`config.mk`:
```
export PLATFORM = sky130hd
export DESIGN_NAME = pc_stack_seq
export DESIGN_NICKNAME = d
export VERILOG_FILES = /design/src/rtl/pcs_pkg.sv /design/src/rtl/pcs_pc.sv /design/src/rtl/pcs_sp.sv /design/src/rtl/pcs_ctrl.sv /design/src/rtl/pc_stack_seq.sv
export SDC_FILE = /design/constraint.sdc
export NUM_CORES = 1
export LEC_CHECK = 0
export BUFFER_PORTS_ARGS = -buffer_cell sky130_fd_sc_hd__buf_2
export CAP_MARGIN = 5
export CORE_UTILIZATION = 51
export DETAILED_ROUTE_END_ITERATION = 7
export PLACE_DENSITY_LB_ADDON = 0.05
export RECOVER_POWER = 50
export SYNTH_ARGS = -nofsm -noshare
export SYNTH_HDL_FRONTEND = slang
export SYNTH_SLANG_ARGS = --single-unit
```
`constraint.sdc`:
```
create_clock -name clk -period 3.15 [get_ports clk]
set_input_delay 0.315 -clock clk [delete_from_list [all_inputs] [get_ports clk]]
set_output_delay 0.315 -clock clk [all_outputs]
set_load 0.02 [all_outputs]
```
`src/rtl/pcs_pkg.sv`:
```
package pcs_pkg;
    localparam int PC_W    = 14;
    localparam int LO_W    = 8;
    localparam int HI_W    = PC_W - LO_W;
    localparam int BYTE_W  = 8;
    localparam int FLAG_W  = 2;
    localparam int FRAME_W = FLAG_W + PC_W;
    localparam int SP_W    = 8;

    typedef enum logic [2:0] {
        ST_IDLE,
        ST_PUSH_LO,
        ST_PUSH_HI,
        ST_POP_HI,
        ST_POP_LO,
        ST_POP_END
    } seq_state_t;

    typedef enum logic [2:0] {
        CMD_NONE,
        CMD_IRQ,
        CMD_RETI,
        CMD_RET,
        CMD_CALL,
        CMD_JUMP,
        CMD_PAGE,
        CMD_STEP
    } seq_cmd_t;

    typedef enum logic [1:0] {PC_KEEP, PC_STEP, PC_PAGE, PC_LOAD} pc_op_t;
    typedef enum logic [1:0] {SP_KEEP, SP_INC, SP_DEC, SP_LOAD} sp_op_t;
endpackage

```
`src/rtl/pcs_pc.sv`:
```
module pcs_pc
    import pcs_pkg::*;
#(
    parameter int AW  = PC_W,
    parameter int OFW = LO_W
) (
    input  logic          clk,
    input  logic          rst_n,
    input  pc_op_t        op,
    input  logic          len_two,
    input  logic [AW-1:0] load_val,
    output logic [AW-1:0] pc
);
    localparam int PGW = AW - OFW;

    logic [AW-1:0]  pc_q;
    logic [AW-1:0]  pc_d;
    logic [OFW-1:0] off_step;
    logic [PGW-1:0] page_next;

    always_comb begin
        off_step  = pc_q[OFW-1:0] + (len_two ? OFW'(2) : OFW'(1));
        page_next = pc_q[AW-1:OFW] + PGW'(1);
        pc_d      = pc_q;
        unique case (op)
            PC_STEP: pc_d = {pc_q[AW-1:OFW], off_step};
            PC_PAGE: pc_d = {page_next, off_step};
            PC_LOAD: pc_d = load_val;
            default: pc_d = pc_q;
        endcase
    end

    always_ff @(posedge clk or negedge rst_n) begin
        if (!rst_n) pc_q <= '0;
        else        pc_q <= pc_d;
    end

    assign pc = pc_q;
endmodule

```
`src/rtl/pcs_sp.sv`:
```
module pcs_sp
    import pcs_pkg::*;
#(
    parameter int W = SP_W
) (
    input  logic         clk,
    input  logic         rst_n,
    input  sp_op_t       op,
    input  logic [W-1:0] load_val,
    output logic [W-1:0] sp
);
    logic [W-1:0] sp_q;
    logic [W-1:0] sp_d;

    always_comb begin
        unique case (op)
            SP_INC:  sp_d = sp_q + W'(1);
            SP_DEC:  sp_d = sp_q - W'(1);
            SP_LOAD: sp_d = load_val;
            default: sp_d = sp_q;
        endcase
    end

    always_ff @(posedge clk or negedge rst_n) begin
        if (!rst_n) sp_q <= '0;
        else        sp_q <= sp_d;
    end

    assign sp = sp_q;
endmodule

```
`src/rtl/pcs_ctrl.sv`:
```
module pcs_ctrl
    import pcs_pkg::*;
(
    input  logic              clk,
    input  logic              rst_n,
    input  logic              step_en,
    input  logic              len_two,
    input  logic              page_adv,
    input  logic              jump_en,
    input  logic [PC_W-1:0]   jump_addr,
    input  logic              call_en,
    input  logic [PC_W-1:0]   call_addr,
    input  logic              irq_ack,
    input  logic [PC_W-1:0]   irq_vec,
    input  logic              ret_en,
    input  logic              reti_en,
    input  logic              sp_wr,
    input  logic              carry_in,
    input  logic              zero_in,
    input  logic [PC_W-1:0]   pc_cur,
    input  logic [BYTE_W-1:0] ram_rdata,
    output pc_op_t            pc_op,
    output logic [PC_W-1:0]   pc_load,
    output sp_op_t            sp_op,
    output logic              ram_we,
    output logic              ram_re,
    output logic [BYTE_W-1:0] ram_wdata,
    output logic              busy,
    output logic              flag_carry,
    output logic              flag_zero,
    output logic              flag_load
);
    seq_state_t           state_q, state_d;
    seq_cmd_t             cmd;
    logic [FRAME_W-1:0]   frame_q, frame_d;
    logic [BYTE_W-1:0]    hi_q, hi_d;
    logic                 reti_q, reti_d;
    logic                 fc_q, fc_d, fz_q, fz_d, fld_q, fld_d;
    logic [LO_W-1:0]      ret_off;
    logic                 stack_cmd;

    // command arbitration, highest priority first
    always_comb begin
        if (irq_ack)       cmd = CMD_IRQ;
        else if (reti_en)  cmd = CMD_RETI;
        else if (ret_en)   cmd = CMD_RET;
        else if (call_en)  cmd = CMD_CALL;
        else if (jump_en)  cmd = CMD_JUMP;
        else if (page_adv) cmd = CMD_PAGE;
        else if (step_en)  cmd = CMD_STEP;
        else               cmd = CMD_NONE;
        stack_cmd = (cmd == CMD_IRQ) || (cmd == CMD_RETI) ||
                    (cmd == CMD_RET) || (cmd == CMD_CALL);
        ret_off   = pc_cur[LO_W-1:0] + (len_two ? LO_W'(2) : LO_W'(1));
    end

    // state register
    always_ff @(posedge clk or negedge rst_n) begin
        if (!rst_n) begin
            state_q <= ST_IDLE;
            frame_q <= '0;
            hi_q    <= '0;
            reti_q  <= 1'b0;
            fc_q    <= 1'b0;
            fz_q    <= 1'b0;
            fld_q   <= 1'b0;
        end else begin
            state_q <= state_d;
            frame_q <= frame_d;
            hi_q    <= hi_d;
            reti_q  <= reti_d;
            fc_q    <= fc_d;
            fz_q    <= fz_d;
            fld_q   <= fld_d;
        end
    end

    // transitions and held data
    always_comb begin
        state_d = state_q;
        frame_d = frame_q;
        hi_d    = hi_q;
        reti_d  = reti_q;
        fc_d    = fc_q;
        fz_d    = fz_q;
        fld_d   = 1'b0;
        unique case (state_q)
            ST_IDLE: begin
                unique case (cmd)
                    CMD_IRQ: begin
                        frame_d = {carry_in, zero_in, pc_cur};
                        state_d = ST_PUSH_LO;
                    end
                    CMD_CALL: begin
                        frame_d = {carry_in, zero_in, pc_cur[PC_W-1:LO_W], ret_off};
                        state_d = ST_PUSH_LO;
                    end
                    CMD_RETI: begin
                        reti_d  = 1'b1;
                        state_d = ST_POP_HI;
                    end
                    CMD_RET: begin
                        reti_d  = 1'b0;
                        state_d = ST_POP_HI;
                    end
                    default: state_d = ST_IDLE;
                endcase
            end
            ST_PUSH_LO: state_d = ST_PUSH_HI;
            ST_PUSH_HI: state_d = ST_IDLE;
            ST_POP_HI:  state_d = ST_POP_LO;
            ST_POP_LO: begin
                hi_d    = ram_rdata;
                state_d = ST_POP_END;
            end
            ST_POP_END: begin
                if (reti_q) begin
                    fc_d  = hi_q[BYTE_W-1];
                    fz_d  = hi_q[BYTE_W-2];
                    fld_d = 1'b1;
                end
                state_d = ST_IDLE;
            end
            default: state_d = ST_IDLE;
        endcase
    end

    // outputs per state
    always_comb begin
        pc_op     = PC_KEEP;
        pc_load   = '0;
        sp_op     = SP_KEEP;
        ram_we    = 1'b0;
        ram_re    = 1'b0;
        ram_wdata = '0;
        unique case (state_q)
            ST_IDLE: begin
                unique case (cmd)
                    CMD_IRQ:  begin pc_op = PC_LOAD; pc_load = irq_vec;   end
                    CMD_CALL: begin pc_op = PC_LOAD; pc_load = call_addr; end
                    CMD_JUMP: begin pc_op = PC_LOAD; pc_load = jump_addr; end
                    CMD_RETI: sp_op = SP_DEC;
                    CMD_RET:  sp_op = SP_DEC;
                    CMD_PAGE: pc_op = PC_PAGE;
                    CMD_STEP: pc_op = PC_STEP;
                    default:  pc_op = PC_KEEP;
                endcase
                if (sp_wr && !stack_cmd) sp_op = SP_LOAD;
            end
            ST_PUSH_LO: begin
                ram_we    = 1'b1;
                ram_wdata = frame_q[BYTE_W-1:0];
                sp_op     = SP_INC;
            end
            ST_PUSH_HI: begin
                ram_we    = 1'b1;
                ram_wdata = frame_q[FRAME_W-1:BYTE_W];
                sp_op     = SP_INC;
            end
            ST_POP_HI: begin
                ram_re = 1'b1;
                sp_op  = SP_DEC;
            end
            ST_POP_LO: ram_re = 1'b1;
            ST_POP_END: begin
                pc_op   = PC_LOAD;
                pc_load = {hi_q[HI_W-1:0], ram_rdata};
            end
            default: pc_op = PC_KEEP;
        endcase
    end

    assign busy       = (state_q != ST_IDLE);
    assign flag_carry = fc_q;
    assign flag_zero  = fz_q;
    assign flag_load  = fld_q;
endmodule

```
`src/rtl/pc_stack_seq.sv`:
```
module pc_stack_seq
    import pcs_pkg::*;
(
    input  logic              clk,
    input  logic              rst_n,
    input  logic              step_en,
    input  logic              len_two,
    input  logic              page_adv,
    input  logic              jump_en,
    input  logic [PC_W-1:0]   jump_addr,
    input  logic              call_en,
    input  logic [PC_W-1:0]   call_addr,
    input  logic              irq_ack,
    input  logic [PC_W-1:0]   irq_vec,
    input  logic              ret_en,
    input  logic              reti_en,
    input  logic              sp_wr,
    input  logic [SP_W-1:0]   sp_wdata,
    input  logic              carry_in,
    input  logic              zero_in,
    input  logic [BYTE_W-1:0] ram_rdata,
    output logic [PC_W-1:0]   fetch_addr,
    output logic [SP_W-1:0]   ram_addr,
    output logic [BYTE_W-1:0] ram_wdata,
    output logic              ram_we,
    output logic              ram_re,
    output logic [SP_W-1:0]   sp_out,
    output logic              busy,
    output logic              flag_carry,
    output logic              flag_zero,
    output logic              flag_load
);
    pc_op_t          pc_op;
    sp_op_t          sp_op;
    logic [PC_W-1:0] pc_load;
    logic [PC_W-1:0] pc_val;
    logic [SP_W-1:0] sp_val;

    pcs_ctrl u_ctrl (
        .clk        (clk),
        .rst_n      (rst_n),
        .step_en    (step_en),
        .len_two    (len_two),
        .page_adv   (page_adv),
        .jump_en    (jump_en),
        .jump_addr  (jump_addr),
        .call_en    (call_en),
        .call_addr  (call_addr),
        .irq_ack    (irq_ack),
        .irq_vec    (irq_vec),
        .ret_en     (ret_en),
        .reti_en    (reti_en),
        .sp_wr      (sp_wr),
        .carry_in   (carry_in),
        .zero_in    (zero_in),
        .pc_cur     (pc_val),
        .ram_rdata  (ram_rdata),
        .pc_op      (pc_op),
        .pc_load    (pc_load),
        .sp_op      (sp_op),
        .ram_we     (ram_we),
        .ram_re     (ram_re),
        .ram_wdata  (ram_wdata),
        .busy       (busy),
        .flag_carry (flag_carry),
        .flag_zero  (flag_zero),
        .flag_load  (flag_load)
    );

    pcs_pc #(.AW(PC_W), .OFW(LO_W)) u_pc (
        .clk      (clk),
        .rst_n    (rst_n),
        .op       (pc_op),
        .len_two  (len_two),
        .load_val (pc_load),
        .pc       (pc_val)
    );

    pcs_sp #(.W(SP_W)) u_sp (
        .clk      (clk),
        .rst_n    (rst_n),
        .op       (sp_op),
        .load_val (sp_wdata),
        .sp       (sp_val)
    );

    assign fetch_addr = pc_val;
    assign sp_out     = sp_val;
    assign ram_addr   = sp_val;
endmodule

```
Word-level counts from Yosys, hierarchy flattened
Cells that the tools add are included.

Add/sub/neg operators: 4. Eq/ne operators: 18. Muxes and demuxes: 26. Bitwise logic cells: 1. Reduce and logical (&&, ||, !) cells: 21.

Operator list (number): case mux 14 bit (3 select lines) (2); case mux 16 bit (2 select lines) (1); case mux 14 bit (2 select lines) (1); case mux 8 bit (3 select lines) (1); 2-to-1 mux 3 bit (7); equality test 3 bit, second input constant (6); case mux 8 bit (2 select lines) (1); equality test 3 x 2 -> 1 bit, second input constant (4); case mux 2 bit (3 select lines) (2); case mux 3 bit (4 select lines) (1); nonzero test 3 bit (3); adder 8 x 1 -> 8 bit, second input constant (1); adder 8 bit (1); equality test 2 bit, second input constant (4); case mux 2 bit (2 select lines) (2); AND reduction 2 bit (4); OR reduction 2 bit (4); subtractor 8 x 1 -> 8 bit, second input constant (1); adder 6 x 1 -> 6 bit, second input constant (1); equality test 3 x 1 -> 1 bit, second input constant (2); 2-to-1 mux 2 bit (3); nonzero test 2 bit (3); equality test 2 x 1 -> 1 bit, second input constant (2); 2-to-1 mux 1 bit (4); other kinds (7) (9).

Register bits after elaboration: 53. Input bits: 71. Output and inout bits: 44. Word-level logic and storage cells: 80.

Depth between registers and ports, before layout
Gate-level depths: netlist of the first run.

Word-level depth: 17. Depth in mapped cells: 11.

Modules after synthesis
From an unflattened synthesis of the first run, not the netlist that was laid out.

Cell total of the unflattened synthesis: 402. Area total of the unflattened synthesis: 3762.4 µm².

Modules (own cells, without submodules): pcs_ctrl (times used 1, cells an instance 202, area each 1965.6 µm²); pcs_pc (times used 1, cells an instance 106, area each 1008.5 µm²); pcs_sp (times used 1, cells an instance 86, area each 728.2 µm²); pc_stack_seq (times used 1, cells an instance 8, area each 60.1 µm²).

Worst setup path before layout of the first run
OpenSTA, ideal clock, no wires.

Path type: register -> register. Start: register u_ctrl.state_q[1]. End: register u_sp.sp_q[6] (netlist: u_sp.sp[6]). Data arrival time: 2400 ps. Setup slack: 623 ps. Stages on the path, launching flop included: 11. Path buffers: 1. Cells stage by stage: dfrtp_1 > buf_6 > nor3_4 > inv_2 > o31ai_4 > ha_1 > nor2b_1 > o31a_1 > o22ai_1 > xor2_1 > o21ai_1.

Word-level cells in the longest chain between the ends: 5.

RTL lines: start, declared (RTL line pcs_ctrl.sv:33) `seq_state_t state_q, state_d;`; start signal, assigned (RTL line pcs_ctrl.sv:68) `state_q <= state_d;`; equality test 3 x 2 -> 1 bit / equality test 3 x 1 -> 1 bit (equally long branches) (RTL line pcs_ctrl.sv:136) `unique case (state_q)`; OR reduction 2 bit (no source line); case mux 2 bit (3 select lines) * (RTL line pcs_ctrl.sv:136); equality test 2 bit / equality test 2 x 1 -> 1 bit (equally long branches) (RTL line pcs_sp.sv:16) `unique case (op)`; case mux 8 bit (3 select lines) / nonzero test 3 bit (equally long branches); end signal, assigned (RTL line pcs_sp.sv:26) `else sp_q <= sp_d;`; end, declared (RTL line pcs_sp.sv:12) `logic [W-1:0] sp_q;`.

Every way passes the cells marked *; elsewhere a longest branch is shown, timed or not. A chain may end at the register's enable or synchronous reset.

Final worst setup path of the first run
Start: register u_ctrl.state_q[2]. End: register u_sp.sp_q[4] (netlist: u_sp.sp[4]).

Same word-level chain as after synthesis.

==> results of run 1 <==
[path summary, 6_finish.rpt]
kind | from | endpoint | slack, ps | cells after the start
max | u_ctrl.state_q[2]$_DFF_PN0_ | u_sp.sp[4]$_DFFE_PN0P_ | 560 | 10
min | carry_in | u_ctrl.frame_q[15]$_DFFE_PN0P_ | 230 | 2
max reg2reg | u_ctrl.state_q[2]$_DFF_PN0_ | u_sp.sp[4]$_DFFE_PN0P_ | 560 | 10
min reg2reg | u_ctrl.frame_q[0]$_DFFE_PN0P_ | u_ctrl.frame_q[0]$_DFFE_PN0P_ | 490 | 2
max in group asynchronous | rst_n | u_ctrl.reti_q$_DFFE_PN0P_ | 910 | 2
min in group asynchronous | rst_n | u_ctrl.frame_q[3]$_DFFE_PN0P_ | 500 | 1
[logic make-up after synthesis]
group           after synthesis  share of synthesized area (%)
simple gates                111                           17.2
compound gates              109                           24.0
flops                        53                           38.9
buf+inv                      39                           6.39
mux                          19                           6.24
xor+xnor                     11                           2.83
fa+ha+maj                    11                           4.48
[cells in the final DEF, fill, tap and decap left out, types with 4 or more instances in the layout]
cell      count
a211o_1       6
a21o_1        4
a21oi_1      11
a222oi_1     14
a22oi_1      11
buf_2        92
buf_4         6
clkbuf_1     24
clkbuf_8      6
dfrtp_1      53
ha_1          9
inv_1        13
mux2_2       18
nand2_1      35
nand3_1       7
nor2_1       32
nor2b_1       4
nor4b_1       4
o211ai_1      4
o21ai_0      26
xor2_1        8
[per-stage QoR]
step / cell area [um2] / setup WS (ps) / utilization, %
6_report: 4060 / 559 / 63.5
5_1_grt: 4060 / 289 / 63.5
4_1_cts: 4090 / 553 / 64.1
3_5_place_dp: 3970 / 584 / 62.2
3_3_place_gp: 3970 / 614 / 62.2
2_1_floorplan: 3410 / 623 / -
[worst reg2reg max path, delay by kind of cell, from the launching register on]
family	cells	cell delay [ps]
compound gates	5	960
fa+ha+maj	1	390
buf+inv	2	210
flops	1	570
simple gates	2	410
[flip-flops by register name, indices dropped and copies added, names as in the netlist]
register	flops
u_ctrl.reti_q	1
u_ctrl.flag_carry	1
u_ctrl.flag_load	1
u_ctrl.state_q	3
u_ctrl.hi_q	8
u_sp.sp	8
u_pc.pc	14
u_ctrl.flag_zero	1
u_ctrl.frame_q	16
[area by class of cell]
type | instances | area [um2]
flip-flops and latches | 53 | 1330
fillers | 565 | 2330
clock buffers | 6 | 82.6
well taps | 77 | 96.3
repair buffers | 122 | 596
multi-input cells | 261 | 1870
inverters | 14 | 52.6
clock inverters | 2 | 37.5
[power by group through the flow]
stage / logic (mW) / clock network [mW] / registers [mW]
2_1_floorplan: 1.88 / 0 / 1.43
3_3_place_gp: 2.50 / 0 / 1.37
3_5_place_dp: 2.55 / 0 / 1.38
4_1_cts: 2.56 / 0.501 / 1.37
5_1_grt: 2.78 / 0.523 / 1.43
6_report: 2.52 / 0.492 / 1.37
[layer usage]
metal / vias up / wire (um) / share of wire [%]
li1: 1518 / - / -
met3: 8 / 503 / 5.6
met4: 0 / 89 / 1.0
met5: - / 0 / 0
met1: 1543 / 4050 / 45
met2: 110 / 4300 / 48
==> flow_metrics.env, run 1 <==
export IMPL_fin_skew_ps=8.34
export IMPL_cts_resized=0
export IMPL_fp_row_count=29
export IMPL_power_density_nw_per_um2=1080
export IMPL_dr_first_iter_drc_count=217
export IMPL_maxCapViolCount=1
export IMPL_routed_wirelength_um=8940
export IMPL_yosysSeqAreaShare_pct=38.9
export IMPL_slew_headroom_pct=-24.5
export IMPL_gr_usage_met1_pct=37.0
export IMPL_syn_cell_area_um2=3410
export IMPL_hold_class="in -> reg"
export IMPL_grtUsageTotal_pct=26.5
export IMPL_total_power_mw=4.38
export IMPL_cp_num_buf_inv=2
export IMPL_cp_arrival_ps=2830
export IMPL_cp_common_cell="a21oi_1"
export IMPL_grt_pass1_wl_um=14800
export IMPL_ys_warn_count=0
export IMPL_routedWlPerCell_um=16.7
export IMPL_ys_seq_elements=53
export IMPL_syn2layout_area_growth_pct=19.0
export IMPL_start_kind="register"
export IMPL_p_switching_mw=2.05
export IMPL_coreArea_um2=6390
export IMPL_ir_worst_vdd_uv=676
export IMPL_netlist_area_leader_share_pct=38.9
export IMPL_clk_path_buf_depth=2
export IMPL_htreeDepth=2
export IMPL_path_clk_slew_ps=100
export IMPL_worstPathCellList="nor3_4 > inv_2 > o31ai_4 > inv_1 > fa_1 > nor2b_1 > o21ai_0 > a211oi_1 > a21oi_1 > a21oi_1"
export IMPL_critical_path_class="reg -> reg"
export IMPL_post_cts_buffers=0
export IMPL_cts_buffers=5
export IMPL_leakage_nw=1.88
export IMPL_globalRouteMet3Util_pct=4.55
export IMPL_rsz0062_at_grt="false"
export IMPL_status="finished with violations"
export IMPL_setup_viol=0
export IMPL_post_synth_top_count_cell="dfrtp_1"
export IMPL_p_seq_share_pct=31.3
export IMPL_gp_congestion=0.850
export IMPL_vias_per_cell=5.94
export IMPL_power_frac_comb_pct=57.5
export IMPL_cp_end_kind="register"
export IMPL_setup_tns_ps=0
export IMPL_place_inst=527
export IMPL_grtUsageMet2_pct=43.3
export IMPL_cts_root_buffer="clkbuf_8"
export IMPL_intPower_mw=2.34
export IMPL_cts_hold_buf=0
export IMPL_finalCritPeriodShare_pct=82.2
export IMPL_synth_enable_flop_cells=0
export IMPL_synthTopCellsByCount="dfrtp_1 (53), nand2_1 (35), nor2_1 (32)"
export IMPL_syn_avg_cell_area_um2=9.66
export IMPL_layout_drive_gt1_share_pct=30.8
export IMPL_grt_busiest_layer="met2"
export IMPL_fin_hold_ws_ps=229
export IMPL_ant_nets=0
export IMPL_yosysUniqueCellTypes=62
export IMPL_vias=3179
export IMPL_netlist_instances=353
export IMPL_drt_first_pass_iters=6
export IMPL_synth_nets=435
export IMPL_antenna_found_initial=0
export IMPL_grt_max_degree=35
export IMPL_drc=0
export IMPL_dp_hpwl_um=6900
export IMPL_port_buffers=114
export IMPL_ios=115
export IMPL_critPathTopFamily="compound AO/OA/AOI/OAI gates"
export IMPL_clkPwrFrac_pct=11.2
export IMPL_die_w_um=83.8
export IMPL_start_util_pct=53.4
export IMPL_clock_sinks=53
export IMPL_cts_tree="done"
export IMPL_synth_area_leader_cell="dfrtp_1"
export IMPL_cp_max_fo=15
export IMPL_max_slew_worst_pin_slew_ps=1870
export IMPL_final_nets=539
export IMPL_clock_latency_ps=310
export IMPL_switching_share_pct=46.7
export IMPL_antenna_cells=0
export IMPL_worstPathRequired_ps=3390
export IMPL_hold_viol=0
export IMPL_synth_ff_type="dfrtp_1"
export IMPL_violations="max-capacitance violations, max-slew violations"
export IMPL_grt_pass1_vias=3041
export IMPL_synthTopCellsByArea="dfrtp_1 (39%), mux2_2 (5.9%), a222oi_1 (4.1%), nand2_1 (3.9%), o21ai_0 (3.8%)"
export IMPL_crit_slowest_cell="dfrtp_1"
export IMPL_fin_crit_ps=2590
export IMPL_finalMaxSlewViolations=35
export IMPL_final_cells=535
export IMPL_cp_slowest_stage_delay_ps=570
export IMPL_async_reset_ff_share_pct=100
export IMPL_dieArea_um2=7020
export IMPL_grt_overflow_total=0
export IMPL_dieHeight_um=83.8
export IMPL_max_clock_freq_ghz=0.386
No activity file was read; power rests on OpenSTA's default activity.
==> run 2: changes to the inputs <==
--- a/config.mk
+++ b/config.mk
@@ -5,9 +5,10 @@
 export SDC_FILE = /design/constraint.sdc
 export NUM_CORES = 1
 export LEC_CHECK = 0
+export ABC_AREA = 1
 export BUFFER_PORTS_ARGS = -buffer_cell sky130_fd_sc_hd__buf_2
 export CAP_MARGIN = 5
-export CORE_UTILIZATION = 51
+export CORE_UTILIZATION = 47
 export DETAILED_ROUTE_END_ITERATION = 7
 export PLACE_DENSITY_LB_ADDON = 0.05
 export RECOVER_POWER = 50
==> constraint.sdc (replaced) <==
create_clock -name clk -period 2.37 [get_ports clk]
set_input_delay 0.237 -clock clk [delete_from_list [all_inputs] [get_ports clk]]
set_output_delay 0.237 -clock clk [all_outputs]
set_load 0.02 [all_outputs]
==> flow_metrics.env, run 2 <==
export IMPL_synth_nets=570
export IMPL_startpoint="u_ctrl.state_q[1]$_DFF_PN0_"
export IMPL_switching_share_pct=51.1
export IMPL_clock_sinks=53
export IMPL_syn2layout_area_growth_pct=20.1
export IMPL_drc=0
export IMPL_max_clock_freq_ghz=0.454
export IMPL_syn_avg_cell_area_um2=7.67
export IMPL_yosysUniqueCellTypes=40
export IMPL_fin_crit_ps=2200
export IMPL_clk_path_buf_depth=2
export IMPL_antenna_found_initial=0
export IMPL_hold_viol=0
export IMPL_vias_per_cell=5.08
export IMPL_ys_seq_elements=53
export IMPL_fin_hold_ws_ps=137
export IMPL_ys_warn_count=0
export IMPL_cp_end_kind="register"
export IMPL_finalMaxSlewViolations=0
export IMPL_max_slew_worst_pin_slew_ps=1350
export IMPL_fp_row_count=32
export IMPL_ir_worst_vdd_uv=418
export IMPL_synthTopCellsByArea="dfrtp_1 (35%), nand2_1 (15%), nand3_1 (5.9%), inv_1 (5.5%), nand4_1 (5.3%)"
export IMPL_cp_num_buf_inv=2
export IMPL_synthTopCellsByCount="nand2_1 (148), inv_1 (55), dfrtp_1 (53)"
export IMPL_synth_ff_type="dfrtp_1"
export IMPL_final_nets=681
export IMPL_cts_buffers=5
export IMPL_worstPathCellList="nor2_2 > nand2_2 > nor2_4 > nor2_4 > buf_4 > fa_2 > o21ai_2 > nand2_1 > nand2_1 > a21oi_2 > inv_1 > nand2_1 > nand3_1 > nand2_1 > nand2_1 > nand2_1"
export IMPL_setup_tns_ps=0
export IMPL_power_frac_comb_pct=62.2
export IMPL_final_util_pct=58.2
export IMPL_grt_pass1_wl_um=16200
export IMPL_mostFrequentLayoutCells="nand2_1 (148), buf_2 (94), inv_1 (54)"
export IMPL_routedWlPerCell_um=13.7
export IMPL_crit_slowest_cell="dfrtp_1"
export IMPL_r2r_cells=16
export IMPL_post_synth_top_count_cell="nand2_1"
export IMPL_dp_hpwl_um=7450
export IMPL_grt_overflow_total=0
export IMPL_final_common_cell="nand2_1"
export IMPL_die_w_um=91.2
export IMPL_cp_max_fo=3
export IMPL_yosysSeqAreaShare_pct=35.4
export IMPL_clkPwrFrac_pct=8.7
export IMPL_cp_endpoint="u_sp.sp[6]$_DFFE_PN0P_"
export IMPL_intPower_mw=2.97
export IMPL_vias=3563
export IMPL_setup_viol=0
export IMPL_slew_headroom_pct=9.87
export IMPL_power_density_nw_per_um2=1350
export IMPL_htreeDepth=2
export IMPL_total_power_mw=6.07
export IMPL_status="finished clean"
export IMPL_path_clk_slew_ps=100
export IMPL_drt_first_pass_iters=4
export IMPL_r2r_start="u_ctrl.state_q[1]$_DFF_PN0_"
export IMPL_cp_arrival_ps=2410
export IMPL_cp_slowest_stage_delay_ps=420
export IMPL_cp_common_cell="nand2_1"
export IMPL_dieArea_um2=8320
export IMPL_ios=115
export IMPL_critical_path_class="reg -> reg"
export IMPL_largest_reg_flops=16
export IMPL_place_inst=693
export IMPL_worstPathRequired_ps=2580
export IMPL_synth_area_leader_cell="dfrtp_1"
export IMPL_antenna_cells=0
export IMPL_finalCritPeriodShare_pct=92.9
export IMPL_dieHeight_um=91.2
export IMPL_clock_latency_ps=310
export IMPL_syn_cell_area_um2=3740
export IMPL_maxCapViolCount=0
export IMPL_hold_class="in -> reg"
export IMPL_cts_hold_buf=0
export IMPL_fin_skew_ps=8.53
export IMPL_dr_first_iter_drc_count=123
export IMPL_r2r_end="u_sp.sp[6]$_DFFE_PN0P_"
export IMPL_regToRegSetupSlack_ps=170
export IMPL_routed_wirelength_um=9600
export IMPL_cts_root_buffer="clkbuf_8"
export IMPL_top_register="u_ctrl.frame_q"
export IMPL_worstHoldStart="zero_in"
export IMPL_async_reset_ff_share_pct=100
export IMPL_leakage_nw=2.32
export IMPL_start_kind="register"
export IMPL_coreArea_um2=7730
export IMPL_final_cells=702
export IMPL_grt_max_degree=54
export IMPL_p_seq_share_pct=29.1
export IMPL_synth_enable_flop_cells=0
export IMPL_ant_nets=0
export IMPL_start_util_pct=48.4
export IMPL_grtUsageTotal_pct=24.3
export IMPL_gp_congestion=0.883
export IMPL_grt_pass1_vias=3402
export IMPL_p_switching_mw=3.10
export IMPL_netlist_area_leader_share_pct=35.4
export IMPL_cp_depth=16
export IMPL_cts_tree="done"
export IMPL_critPathTopFamily="simple AND/OR/NAND/NOR gates"
export IMPL_layout_drive_gt1_share_pct=29.0
export IMPL_netlist_instances=488
export IMPL_port_buffers=114
## run 2: layout make-up
type                       count  area [um2]
clock buffer                   5        68.8
fill                         755        3230
inverter                      61         231
clock inverter                 3        22.5
timing repair buffer         126         646
tap                          102         128
sequential                    53        1330
multi-input combinational    352        2070
## run 2: layer usage
layer | track usage [%] | vias up | wire length (um)
met5 | 0 | - | 0
met4 | 6.61 | 0 | 102
met3 | 3.18 | 7 | 407
met2 | 39.6 | 103 | 4410
met1 | 33.9 | 1631 | 4680
li1 | - | 1822 | -
## run 2: repair_timing
item | in CTS | in global routing
endpoints found under the setup margin | 3 | 3
gates resized for setup | 3 | 6
setup buffers | 0 | 1
## run 2: worst min path at each step
stage / endpoint / slack, ps / cells past startpoint
2_1_floorplan: u_ctrl.flag_carry$_DFFE_PN0P_ / -60 / 0
4_1_cts: u_sp.sp[2]$_DFFE_PN0P_ / 70 / 2
3_3_place_gp: u_sp.sp[2]$_DFFE_PN0P_ / 410 / 2
5_1_grt: u_ctrl.frame_q[14]$_DFFE_PN0P_ / 160 / 3
6_report: u_ctrl.frame_q[14]$_DFFE_PN0P_ / 140 / 3
3_5_place_dp: u_sp.sp[2]$_DFFE_PN0P_ / 410 / 2
## run 2: stage by stage
| step | area, um2 | worst slack (ps) |
|---|---|---|
| 6_report | 4490 | 168 |
| 5_1_grt | 4490 | -7.00 |
| 4_1_cts | 4490 | 26.2 |
| 3_5_place_dp | 4390 | -79.1 |
| 3_3_place_gp | 4390 | 28.8 |
| 2_1_floorplan | 3750 | 18.3 |
## run 2: worst register-to-register path, stage by stage (launching register included)
cell and delay, ps:
dfrtp_1 420, nor2_2 140, nand2_2 90, nor2_4 150, nor2_4 50, buf_4 160, fa_2 360, o21ai_2 170
nand2_1 90, nand2_1 70, a21oi_2 60, inv_1 50, nand2_1 40, nand3_1 80, nand2_1 50, nand2_1 50
nand2_1 50
## run 2: cell families (layout without fill, tap and decap cells)
family | after synthesis | after routing | share of synthesized area (%)
simple gates | 265 | 265 | 34.2
mux | 8 | 8 | 2.41
buf+inv | 83 | 195 | 10.2
xor+xnor | 13 | 13 | 3.04
compound gates | 55 | 55 | 10.6
flops | 53 | 53 | 35.4
fa+ha+maj | 11 | 11 | 4.08
## run 2: power groups by stage
stage          clock (mW)  combinational (mW)  sequential, mW
6_report            0.526                3.78            1.77
5_1_grt             0.580                4.24            1.82
4_1_cts             0.543                3.76            1.75
3_5_place_dp            0                3.74            1.77
3_3_place_gp            0                3.67            1.75
2_1_floorplan           0                2.59            1.92
